$ cat src/rtl/uart_md_tx.sv
module uart_md_tx #(
  parameter int DW = 8
) (
  input  logic          clk,
  input  logic          rst_n,
  input  logic          bit_tick,
  input  logic [4:0]    mode_cfg,
  input  logic          tx_valid,
  input  logic [DW-1:0] tx_data,
  output logic          tx_ready,
  output logic          txd
);
  localparam int IW = $clog2(DW);

  typedef enum logic [2:0] {S_IDLE, S_WAIT, S_START, S_DATA, S_SLOT, S_STOP} st_t;

  st_t           st;
  logic [DW-1:0] shreg;
  logic [IW-1:0] idx, last_idx;
  logic          slot_en, slot_bit, txd_q;
  logic [DW-1:0] masked;
  logic          slot_calc;

  wire accept = tx_valid && tx_ready;

  assign tx_ready = (st == S_IDLE);
  assign txd      = txd_q;
  assign masked   = tx_data & ({DW{1'b1}} >> (2'd3 - mode_cfg[1:0]));

  always_comb begin
    case (mode_cfg[4:3])
      2'b00:   slot_calc = (^masked) ^ mode_cfg[2];
      default: slot_calc = mode_cfg[2];
    endcase
  end

  always_ff @(posedge clk) begin
    if (!rst_n) begin
      st       <= S_IDLE;
      txd_q    <= 1'b1;
      shreg    <= '0;
      idx      <= '0;
      last_idx <= '0;
      slot_en  <= 1'b0;
      slot_bit <= 1'b0;
    end else begin
      case (st)
        S_IDLE: if (accept) begin
          shreg    <= masked;
          last_idx <= IW'(3'd4 + {1'b0, mode_cfg[1:0]});
          slot_en  <= (mode_cfg[4:3] != 2'b10);
          slot_bit <= slot_calc;
          st       <= S_WAIT;
        end
        S_WAIT: if (bit_tick) begin
          txd_q <= 1'b0;
          st    <= S_START;
        end
        S_START: if (bit_tick) begin
          txd_q <= shreg[0];
          shreg <= shreg >> 1;
          idx   <= '0;
          st    <= S_DATA;
        end
        S_DATA: if (bit_tick) begin
          if (idx == last_idx) begin
            txd_q <= slot_en ? slot_bit : 1'b1;
            st    <= slot_en ? S_SLOT : S_STOP;
          end else begin
            txd_q <= shreg[0];
            shreg <= shreg >> 1;
            idx   <= idx + 1'b1;
          end
        end
        S_SLOT: if (bit_tick) begin
          txd_q <= 1'b1;
          st    <= S_STOP;
        end
        S_STOP: if (bit_tick) st <= S_IDLE;
        default: st <= S_IDLE;
      endcase
    end
  end

  p_idle_high_r1: assert property (@(posedge clk) disable iff (!rst_n)
    tx_ready |-> txd);
  p_busy_after_accept_r2: assert property (@(posedge clk) disable iff (!rst_n)
    accept |=> !tx_ready);
  p_start_on_tick_r2: assert property (@(posedge clk) disable iff (!rst_n)
    $fell(txd) |-> $past(bit_tick));
  p_hold_between_ticks_r9: assert property (@(posedge clk) disable iff (!rst_n)
    (!bit_tick && !tx_ready) |=> $stable(txd));
  p_release_after_stop_r8: assert property (@(posedge clk) disable iff (!rst_n)
    $rose(tx_ready) |-> ($past(txd) && $past(bit_tick)));
  p_no_accept_busy_r10: assert property (@(posedge clk) disable iff (!rst_n)
    (!tx_ready && !bit_tick) |=> !tx_ready);
endmodule

$ cat config.mk
export PLATFORM = sky130hd
export DESIGN_NAME = uart_md_tx
export DESIGN_NICKNAME = d
export VERILOG_FILES = /design/src/rtl/uart_md_tx.sv
export SDC_FILE = /design/constraint.sdc
export NUM_CORES = 1
export LEC_CHECK = 0
export ABC_AREA = 1
export BUFFER_PORTS_ARGS = -buffer_cell sky130_fd_sc_hd__buf_2
export CAP_MARGIN = 20
export CORE_MARGIN = 2
export CORE_UTILIZATION = 55
export DETAILED_ROUTE_END_ITERATION = 8
export PLACE_DENSITY_LB_ADDON = 0.1
export SETUP_SLACK_MARGIN = 0.15
export SLEW_MARGIN = 20
export SYNTH_ARGS = -nofsm -noshare
export SYNTH_HDL_FRONTEND = slang
export SYNTH_SLANG_ARGS = --single-unit
$ cat constraint.sdc
create_clock -name clk -period 1.8 [get_ports clk]
set_clock_uncertainty 0.05 [all_clocks]
set_input_delay 0.09 -clock clk [delete_from_list [all_inputs] [get_ports clk]]
set_output_delay 0.09 -clock clk [all_outputs]
set_load 0.01 [all_outputs]
Yosys cells after proc, flatten, opt, wreduce, memory -nomap -nowiden
Cells that the tools add are included.
{"block": "classes", "bitwise": 2, "shifts": 1, "mux": 25, "addsub": 3, "eq_ne": 15, "reduce_logical": 12}
{"op": "2-to-1 mux 8 bit", "count": 4}
{"op": "2-to-1 mux 3 bit", "count": 9}
{"op": "case mux 8 bit (3 select lines)", "count": 1}
{"op": "case mux 3 bit (6 select lines)", "count": 1}
{"op": "!= test 2 bit, second input constant", "count": 8}
{"op": "AND reduction 5 bit", "count": 2}
{"op": "AND 8 bit", "count": 1}
{"op": "2-to-1 mux 1 bit", "count": 8}
{"op": "XOR reduction 8 bit", "count": 1}
{"op": ">> shifter 8 x 2 -> 8 bit, first input constant", "count": 1}
{"op": "AND reduction 7 bit", "count": 1}
{"op": "equality test 3 x 2 -> 1 bit, second input constant", "count": 2}
{"op": "equality test 3 bit, second input constant", "count": 2}
{"op": "case mux 3 bit (2 select lines)", "count": 1}
{"op": "case mux 1 bit (4 select lines)", "count": 1}
{"op": "AND reduction 4 bit", "count": 1}
{"op": "nonzero test 4 bit", "count": 1}
{"op": "adder 3 x 1 -> 3 bit, second input constant", "count": 1}
{"op": "adder 3 x 2 -> 3 bit, first input constant", "count": 1}
{"op": "equality test 3 x 1 -> 1 bit, second input constant", "count": 1}
{"op": "equality test 3 bit", "count": 1}
{"op": "logical NOT 3 bit", "count": 1}
{"op": "nonzero test 3 bit", "count": 1}
{"op": "logical NOT 2 bit", "count": 1}
{"op": "6 further kinds", "count": 6}
{"block": "word_totals", "out_inout_bits": 2, "word_cells": 65, "inputBits": 17, "reg_bits": 20}

Depth between registers and ports, before layout
Gate-level depths: netlist of the first run.
{"block": "depth", "word_depth": 6, "ltp_mapped": 12, "ltp_nobuf": 12}

Worst setup path before layout of the first run
No wires, ideal clock.
{"block": "synth_timing", "path_kind": "register -> register", "startpoint": "reg st[0]", "endpoint": "reg shreg[4]", "path_slack_ns": 0.484, "t_arrival_ns": 1.151, "n_path_buf": 1, "t_required_ns": 1.635, "stages_incl_launch_ff": 11, "period_less_slack_ns": 1.316, "cell_sequence": "dfxtp_1 -> inv_2 -> nand2_4 -> nor2_4 -> nand2_2 -> o21ai_2 -> nor2_2 -> nand2_2 -> buf_6 -> o21ai_2 -> a21oi_2"}
{"block": "synth_between", "elab_chain_len": 4, "word_cells_on_any_way": 11, "cone_classes": "6 x eq/ne; 1 x mux; 4 x reduce/logical"}
{"item": "from (decl)", "line_no": "17", "text": "st_t st;"}
{"item": "from (signal assigned)", "line_no": "68", "text": "st <= slot_en ? S_SLOT : S_STOP;"}
{"item": "logical NOT 3 bit (*)", "line_no": "26", "text": "assign tx_ready = (st == S_IDLE);"}
{"item": "via tx_ready", "line_no": "10", "text": "output logic tx_ready,"}
{"item": "logical AND 1 bit", "line_no": "24", "text": "wire accept = tx_valid && tx_ready;"}
{"item": "!= test 2 x 1 -> 1 bit (no line)"}
{"item": "AND reduction 5 bit (no line)"}
{"item": "to (signal assigned)", "line_no": "49", "text": "shreg <= masked;"}
{"item": "to (signal assigned)", "line_no": "61", "text": "shreg <= shreg >> 1;"}
{"item": "to (signal assigned)", "line_no": "71", "text": "shreg <= shreg >> 1;"}
{"item": "to (decl)", "line_no": "18", "text": "logic [DW-1:0] shreg;"}
The timed path passes the listed nets; every way through them passes the cells marked *.
A chain may end at the register's enable or synchronous reset.

Worst setup path after layout of the first run
{"block": "layout_timing", "startpoint": "reg st[2]", "endpoint": "reg shreg[3]"}
{"block": "layout_between", "elab_chain_len": 4, "word_cells_on_any_way": 11, "cone_classes": "6 x eq/ne; 1 x mux; 4 x reduce/logical"}
{"item": "logical NOT 3 bit", "line_no": "26, 47"}
{"item": "logical AND 1 bit", "line_no": "24"}
{"item": "!= test 2 x 1 -> 1 bit (no line)"}
{"item": "AND reduction 5 bit (no line)"}
Parallel ways exist; a longest one is shown, timed or not.

==> results_dict.tcl, run 1 <==
set metrics [dict create \
    p_total_mw 1.85 \
    layout_setup_ws_ns 0.282 \
    rsz0062_at_grt "false" \
    syn2layout_area_growth_pct 12.1 \
    ant_nets 0 \
    required_ns 1.96 \
    ys_ff_latch 20 \
    reg2reg_from "st[2]" \
    dp_slack_ns 0.235 \
    initial_core_util 0.571 \
    syn_nets 200 \
    fin_crit_sh 0.844 \
    syn-mean-instance-area_sq_um 6.74 \
    cts_inserted_buffers 3 \
    synth_seq_area_share 0.327 \
    crit_top_cell "nand2_4" \
    drt_wl_total_mm 2.52 \
    clockRootBuffer "clkbuf_4" \
    viasPerCell 5.24 \
    numPortBuffers 18 \
    endpoint_kind "flop" \
    synth.area.top_cells "dfxtp_1 33%, nand2_1 12%, inv_1 7.3%" \
    hold_depth 3 \
    drv_cap 0 \
    die_area_sq_mm 0.00262 \
    path_buf_inv 1 \
    cp_max_fo 16 \
    post_drt_wl_per_cell_um 11.0 \
    drive_above_1_share 0.203 \
    final_nets 222 \
    synth_xor_area_frac 0.0357 \
    worst_pin_slew_ns 0.252 \
    startpoint_type "flop" \
    max_freq_mhz 659 \
    crit_type "flop to flop" \
    worst-path-stages 7 \
    grt_pass1_vias 1082 \
    outcome "finished clean" \
    synth-adder-area-share 0.0102 \
    clockBufferDepth 2 \
    grt_pass1_wl_mm 4.22 \
    die_w_um 51.2 \
    tns_ns 0 \
    hold_violations 0 \
    syn_area_sq_mm 0.00123 \
    dr_total_vias 1206 \
    globalplace.congestion 0.844 \
    reg2regPathDepth 7 \
    synth_cell_type_count 31 \
    peakVddDrop_uv 790 \
    hold_path_startpoint "bit_tick" \
    path_delay_family "flip-flops" \
    io_pins 19 \
    hold_path.class "input port to flop" \
    clk_latency_ns 0.30 \
    synthesis.yosys.warnings 0 \
    hpwl_mm 1.98 \
    slowest_delay_ns 0.47 \
    htree_num_levels 1 \
    yosys.area.top_type "dfxtp_1" \
    antenna_found_initial 0 \
    first_iter_violations 11 \
    synth_compound_area_frac 0.205 \
    grt_use_total 0.216 \
    setup_violations 0 \
    grt-ovfl-total 0 \
    synth_top_area_share 0.327 \
    synth_top_family_by_area "simple AND/OR/NAND/NOR gates" \
    die_h_um 51.2 \
    grt_start_max_net_pins 17 \
    cts_sinks 20 \
    drc 0 \
    firstDrtPassIters 4 \
    leakagePower_nw 0.669 \
    syn_inst 182 \
    holdWs_ns 0.0379 \
    crit_chain "inv_2 > nand2_4 > o21ai_2 > nor2_2 > nand2_4 > o21ai_0 > a21oi_1" \
    cts_tree "done" \
    cp_slowest_cell "dfxtp_1" \
    slew_headroom 0.831 \
    fin_crit_ns 1.52 \
    post_cts_buffers 0 \
    synthSimpleGateAreaFrac 0.314 \
    core-area_sq_mm 0.00215 \
    core.rowCount 17 \
    cp-startpoint "st[2]" \
    antennaDiodeCount 0 \
    drv_slew 0 \
    power_density_mw_per_mm2 1340 \
    cts.clk_slew.worst_paths_ns 0.11 \
    synth_mux_area_frac 0 \
    arrival_ns 1.68 \
]
## logic make-up (layout without fill, tap and decap cells)
family,Yosys count,count (layout)
xor gates and xnor gates,5,5
and+or+nand+nor,82,82
buffers and inverters,32,52
DFF,20,20
adders and majority gates,1,1
AOI/OAI and AO/OA,42,42
## power by group
part / total, mW / switching, mW / internal [mW]
combinational: 0.957 / 0.617 / 0.340
sequential: 0.670 / 0.0873 / 0.583
clock: 0.219 / 0.140 / 0.0782
## cell usage after synthesis
cell type / number
buf_4: 1
dfxtp_1: 20
nand3_2: 1
nor2_4: 2
buf_2: 1
nand4_1: 4
nand2_4: 3
nand2_1: 38
nor3_1: 2
o211ai_1: 2
xnor2_1: 3
a31oi_1: 1
buf_6: 1
ha_1: 1
o31ai_1: 1
o21ai_0: 16
o21ai_2: 3
o21a_1: 1
o21ai_1: 3
nor2_1: 18
a21oi_1: 9
nand3_1: 11
nor2_2: 1
a22oi_1: 1
inv_2: 5
a21oi_2: 3
a211oi_1: 1
inv_1: 24
nand2_2: 2
xor2_1: 2
o21bai_1: 1
## placed cells by master, fill, tap and decap left out, drive strengths merged
cell type,count
nand2,43
inv,29
o21ai,22
nor2,21
dfxtp,20
buf,18
nand3,12
a21oi,12
nand4,4
xnor2,3
clkbuf,3
xor2,2
o211ai,2
nor3,2
dlygate4sd3,2
a31oi,1
o21a,1
o31ai,1
a22oi,1
a211oi,1
o21bai,1
ha,1
## registers in the layout, summed over array words and instances, names as in the netlist
register  cells
slot_en       1
st            3
slot_bit      1
txd           1
last_idx      3
idx           3
shreg         8
## layout make-up
| type | count | area (sq um) |
|---|---|---|
| clock buffers | 3 | 22.5 |
| fillers | 212 | 773 |
| inverters | 29 | 109 |
| multi-input cells | 130 | 698 |
| flip-flops and latches | 20 | 400 |
| well taps | 28 | 35.0 |
| repair buffers | 20 | 110 |
## timing repair
| item | in CTS | in global routing |
|---|---|---|
| setup endpoints to repair | 0 | 6 |
| hold buffers | 2 | 0 |
| resized for setup | 0 | 1 |
| endpoints found under the hold margin | 1 | 0 |
## metrics by stage
step,util,cells,cell area [sq um]
after CTS,0.638,230,1370
after global routing,0.640,230,1380
after detailed placement,0.618,225,1330
after global placement,0.618,225,1330
final,0.640,230,1380
after floorplan,-,182,1230
## metal layers
layer,GRT usage,vias to the layer above,part of all wire
met5,0,-,0
met4,0.118,0,0.023
met3,0.0468,7,0.029
met2,0.381,20,0.50
met1,0.238,546,0.45
li1,-,633,-
## worst paths after layout
kind,to,slack [ns]
max reg2reg,shreg[3],0.28
max,shreg[3],0.28
min,idx[1],0.04
min reg2reg,shreg[2],0.40
## worst register-to-register path, cell delays in order, from the launching register on
cell     delay (ns)
dfxtp_1        0.47
inv_2          0.11
nand2_4        0.18
o21ai_2        0.10
nor2_2         0.14
nand2_4        0.13
o21ai_0        0.19
a21oi_1        0.06
No activity file was read; power rests on OpenSTA's default activity.
==> run 2: changes to the inputs <==
Settings changed: ABC_AREA 1 to 0, CORE_UTILIZATION 55 to 54.
Clock period 1.8 ns to 1.5 ns, I/O delays scaled along.
==> results_dict.tcl, run 2 <==
set metrics [dict create \
    core-area_sq_mm 0.00196 \
    post_drt_wl_per_cell_um 17.4 \
    synth_top_area_share 0.354 \
    grt_pass1_wl_mm 5.19 \
    crit_chain "xor2_2 > buf_4 > o41ai_2 > a21oi_2 > buf_12 > a311oi_1" \
    netlist_top_cells_count "23 x nor2_1, 20 x dfxtp_1, 16 x nand2_1" \
    slew_headroom 0.718 \
    synth_seq_area_share 0.354 \
    yosys.area.top_type "dfxtp_1" \
    syn_inst 135 \
    path_buf_inv 2 \
    endpoint_kind "flop" \
    stdcell_area_sq_mm 0.00172 \
    synthesis.yosys.warnings 0 \
    core.rowCount 16 \
    viasPerCell 5.96 \
    cts_sinks 20 \
    globalplace.congestion 0.903 \
    ant_nets 0 \
    largest-register "shreg" \
    async_reset_ff_frac 0 \
    layout_setup_ws_ns -0.392 \
    fin_crit_ns 1.89 \
    sw_frac_of_total 0.363 \
    utilization 0.876 \
    ys_ff_latch 20 \
    cp_slowest_cell "o41ai_2" \
    arrival_ns 2.04 \
    p_seq_frac 0.389 \
    hpwl_mm 1.95 \
    final_common_cell "nor2_1" \
    clockRootBuffer "clkbuf_4" \
    die_w_um 49.8 \
    cts_tree "done" \
    cts.clk_slew.worst_paths_ns 0.10 \
    synth.area.top_cells "dfxtp_1 35%, nor2_1 7.6%, a311oi_1 5.4%" \
    syn_area_sq_mm 0.00113 \
    grt_start_max_net_pins 19 \
    clockBufferDepth 2 \
    clk_latency_ns 0.30 \
    grt_use_total 0.275 \
    worst_pin_slew_ns 0.420 \
    grt-ovfl-total 0 \
    drc 0 \
    ys_dominant_reg_cell "dfxtp_1" \
    leakagePower_nw 0.709 \
    hold_violations 0 \
    largest_reg_flops 8 \
    synth_edf_count 0 \
    hold_path.class "input port to flop" \
    dr_total_vias 1221 \
    synth_cell_type_count 45 \
    path_delay_family "compound AO/OA/AOI/OAI gates" \
    drv_slew 0 \
    netSwitchingPower_uw 615 \
    initial_core_util 0.577 \
    antenna_found_initial 0 \
    crit_type "flop to flop" \
    grt_pass1_vias 1161 \
    fillers 109 \
    die_h_um 49.8 \
    fin_crit_sh 1.26 \
    cts_inserted_buffers 3 \
    p_total_mw 1.69 \
    required_ns 1.65 \
    die_area_sq_mm 0.00248 \
    startpoint_type "flop" \
    antennaDiodeCount 0 \
    drive_above_1_share 0.478 \
    max_freq_mhz 528 \
    power_density_mw_per_mm2 985 \
    syn2layout_area_growth_pct 52.0 \
    dp_cells 194 \
    io_pins 19 \
    fin_cells 205 \
    cp_max_fo 15 \
    htree_num_levels 1 \
    first_iter_violations 40 \
    violations "setup timing" \
    rsz0062_at_grt "true" \
    syn-mean-instance-area_sq_um 8.38 \
    dp_slack_ns -0.253 \
    outcome "finished, violations left" \
    final_cell_mix "22 x nor2_1, 18 x buf_2, 18 x buf_4" \
    tns_ns -3.11 \
    cellInternalPower_mw 1.08 \
    setup_violations 13 \
    peakVddDrop_uv 886 \
    dpl-instance-area_sq_mm 0.00145 \
    numPortBuffers 18 \
    firstDrtPassIters 4 \
    holdWs_ns 0.0242 \
    slowest_delay_ns 0.41 \
    clockPowerShare 0.151 \
    final_nets 198 \
    syn_nets 153 \
    synth_most_common_cell "nor2_1" \
    drt_wl_total_mm 3.57 \
    drv_cap 0 \
    power_frac_comb 0.460 \
]
run 2: cell count changes after synthesis, sizes merged, moves of 4 or more:
cell    delta
inv       -25
mux2i      +4
nand4      -4
a21oi      -4
nand3      -9
nand2     -27
a311oi     +7
o21ai     -19
clkbuf     +4
run 2: power by group through the flow:
stage	Sequential [mW]	Combinational (mW)	Clock, mW
after global placement	0.658	0.568	0
after detailed placement	0.663	0.579	0
after global routing	0.668	0.833	0.279
final	0.660	0.779	0.255
after CTS	0.654	0.661	0.256
after floorplan	0.657	0.378	0
run 2: path summary, 6_finish.rpt:
check                                 start       end  slack (ns)  cells after the start
worst min-delay path             tx_data[2]  shreg[2]        0.02                      3
worst max register to register  last_idx[0]  shreg[0]       -0.39                      6
worst max-delay path            last_idx[0]  shreg[0]       -0.39                      6
worst min register to register     shreg[5]  shreg[5]        0.46                      2
run 2: area by class of cell:
cell class / count / area [sq um] / share of cell area
multi-input combinational: 103 / 867 / 0.504
inverter: 5 / 18.8 / 0.0109
clock buffer: 3 / 22.5 / 0.0131
tap: 27 / 33.8 / 0.0197
sequential: 20 / 415 / 0.242
timing repair buffer: 47 / 362 / 0.210
run 2: worst reg2reg max path: cells and delay by family, from the launching register on:
kind	cells	cell delay (ns)
buffers and inverters	2	0.34
flip-flops	1	0.35
XOR/XNOR	1	0.18
AO/OA/AOI/OAI	3	0.86
run 2: logic make-up after synthesis:
logic type / count (synthesis) / share of synthesized area
AO/OA/AOI/OAI: 34 / 0.221
XOR/XNOR: 8 / 0.0874
adder cells (fa/ha/maj): 1 / 0.0111
buffers and inverters: 12 / 0.0442
flip-flops: 20 / 0.354
multiplexers: 5 / 0.0454
AND/OR/NAND/NOR: 55 / 0.237
run 2: metal layers:
| layer | track usage | vias up | wire, um |
|---|---|---|---|
| met2 | 0.460 | 48 | 1830 |
| li1 | - | 576 | - |
| met1 | 0.345 | 580 | 1420 |
| met3 | 0.0424 | 17 | 174 |
| met5 | 0 | - | 0 |
| met4 | 0.125 | 0 | 148 |
run 2: timing repair:
item | CTS | global route
gates resized for setup | 20 | 18
cloned | 0 | 0
pin swaps | 8 | 11
endpoints found under the setup margin | 19 | 20
hold buffers | 4 | 0
setup buffers | 4 | 0
hold endpoints to repair | 3 | 0
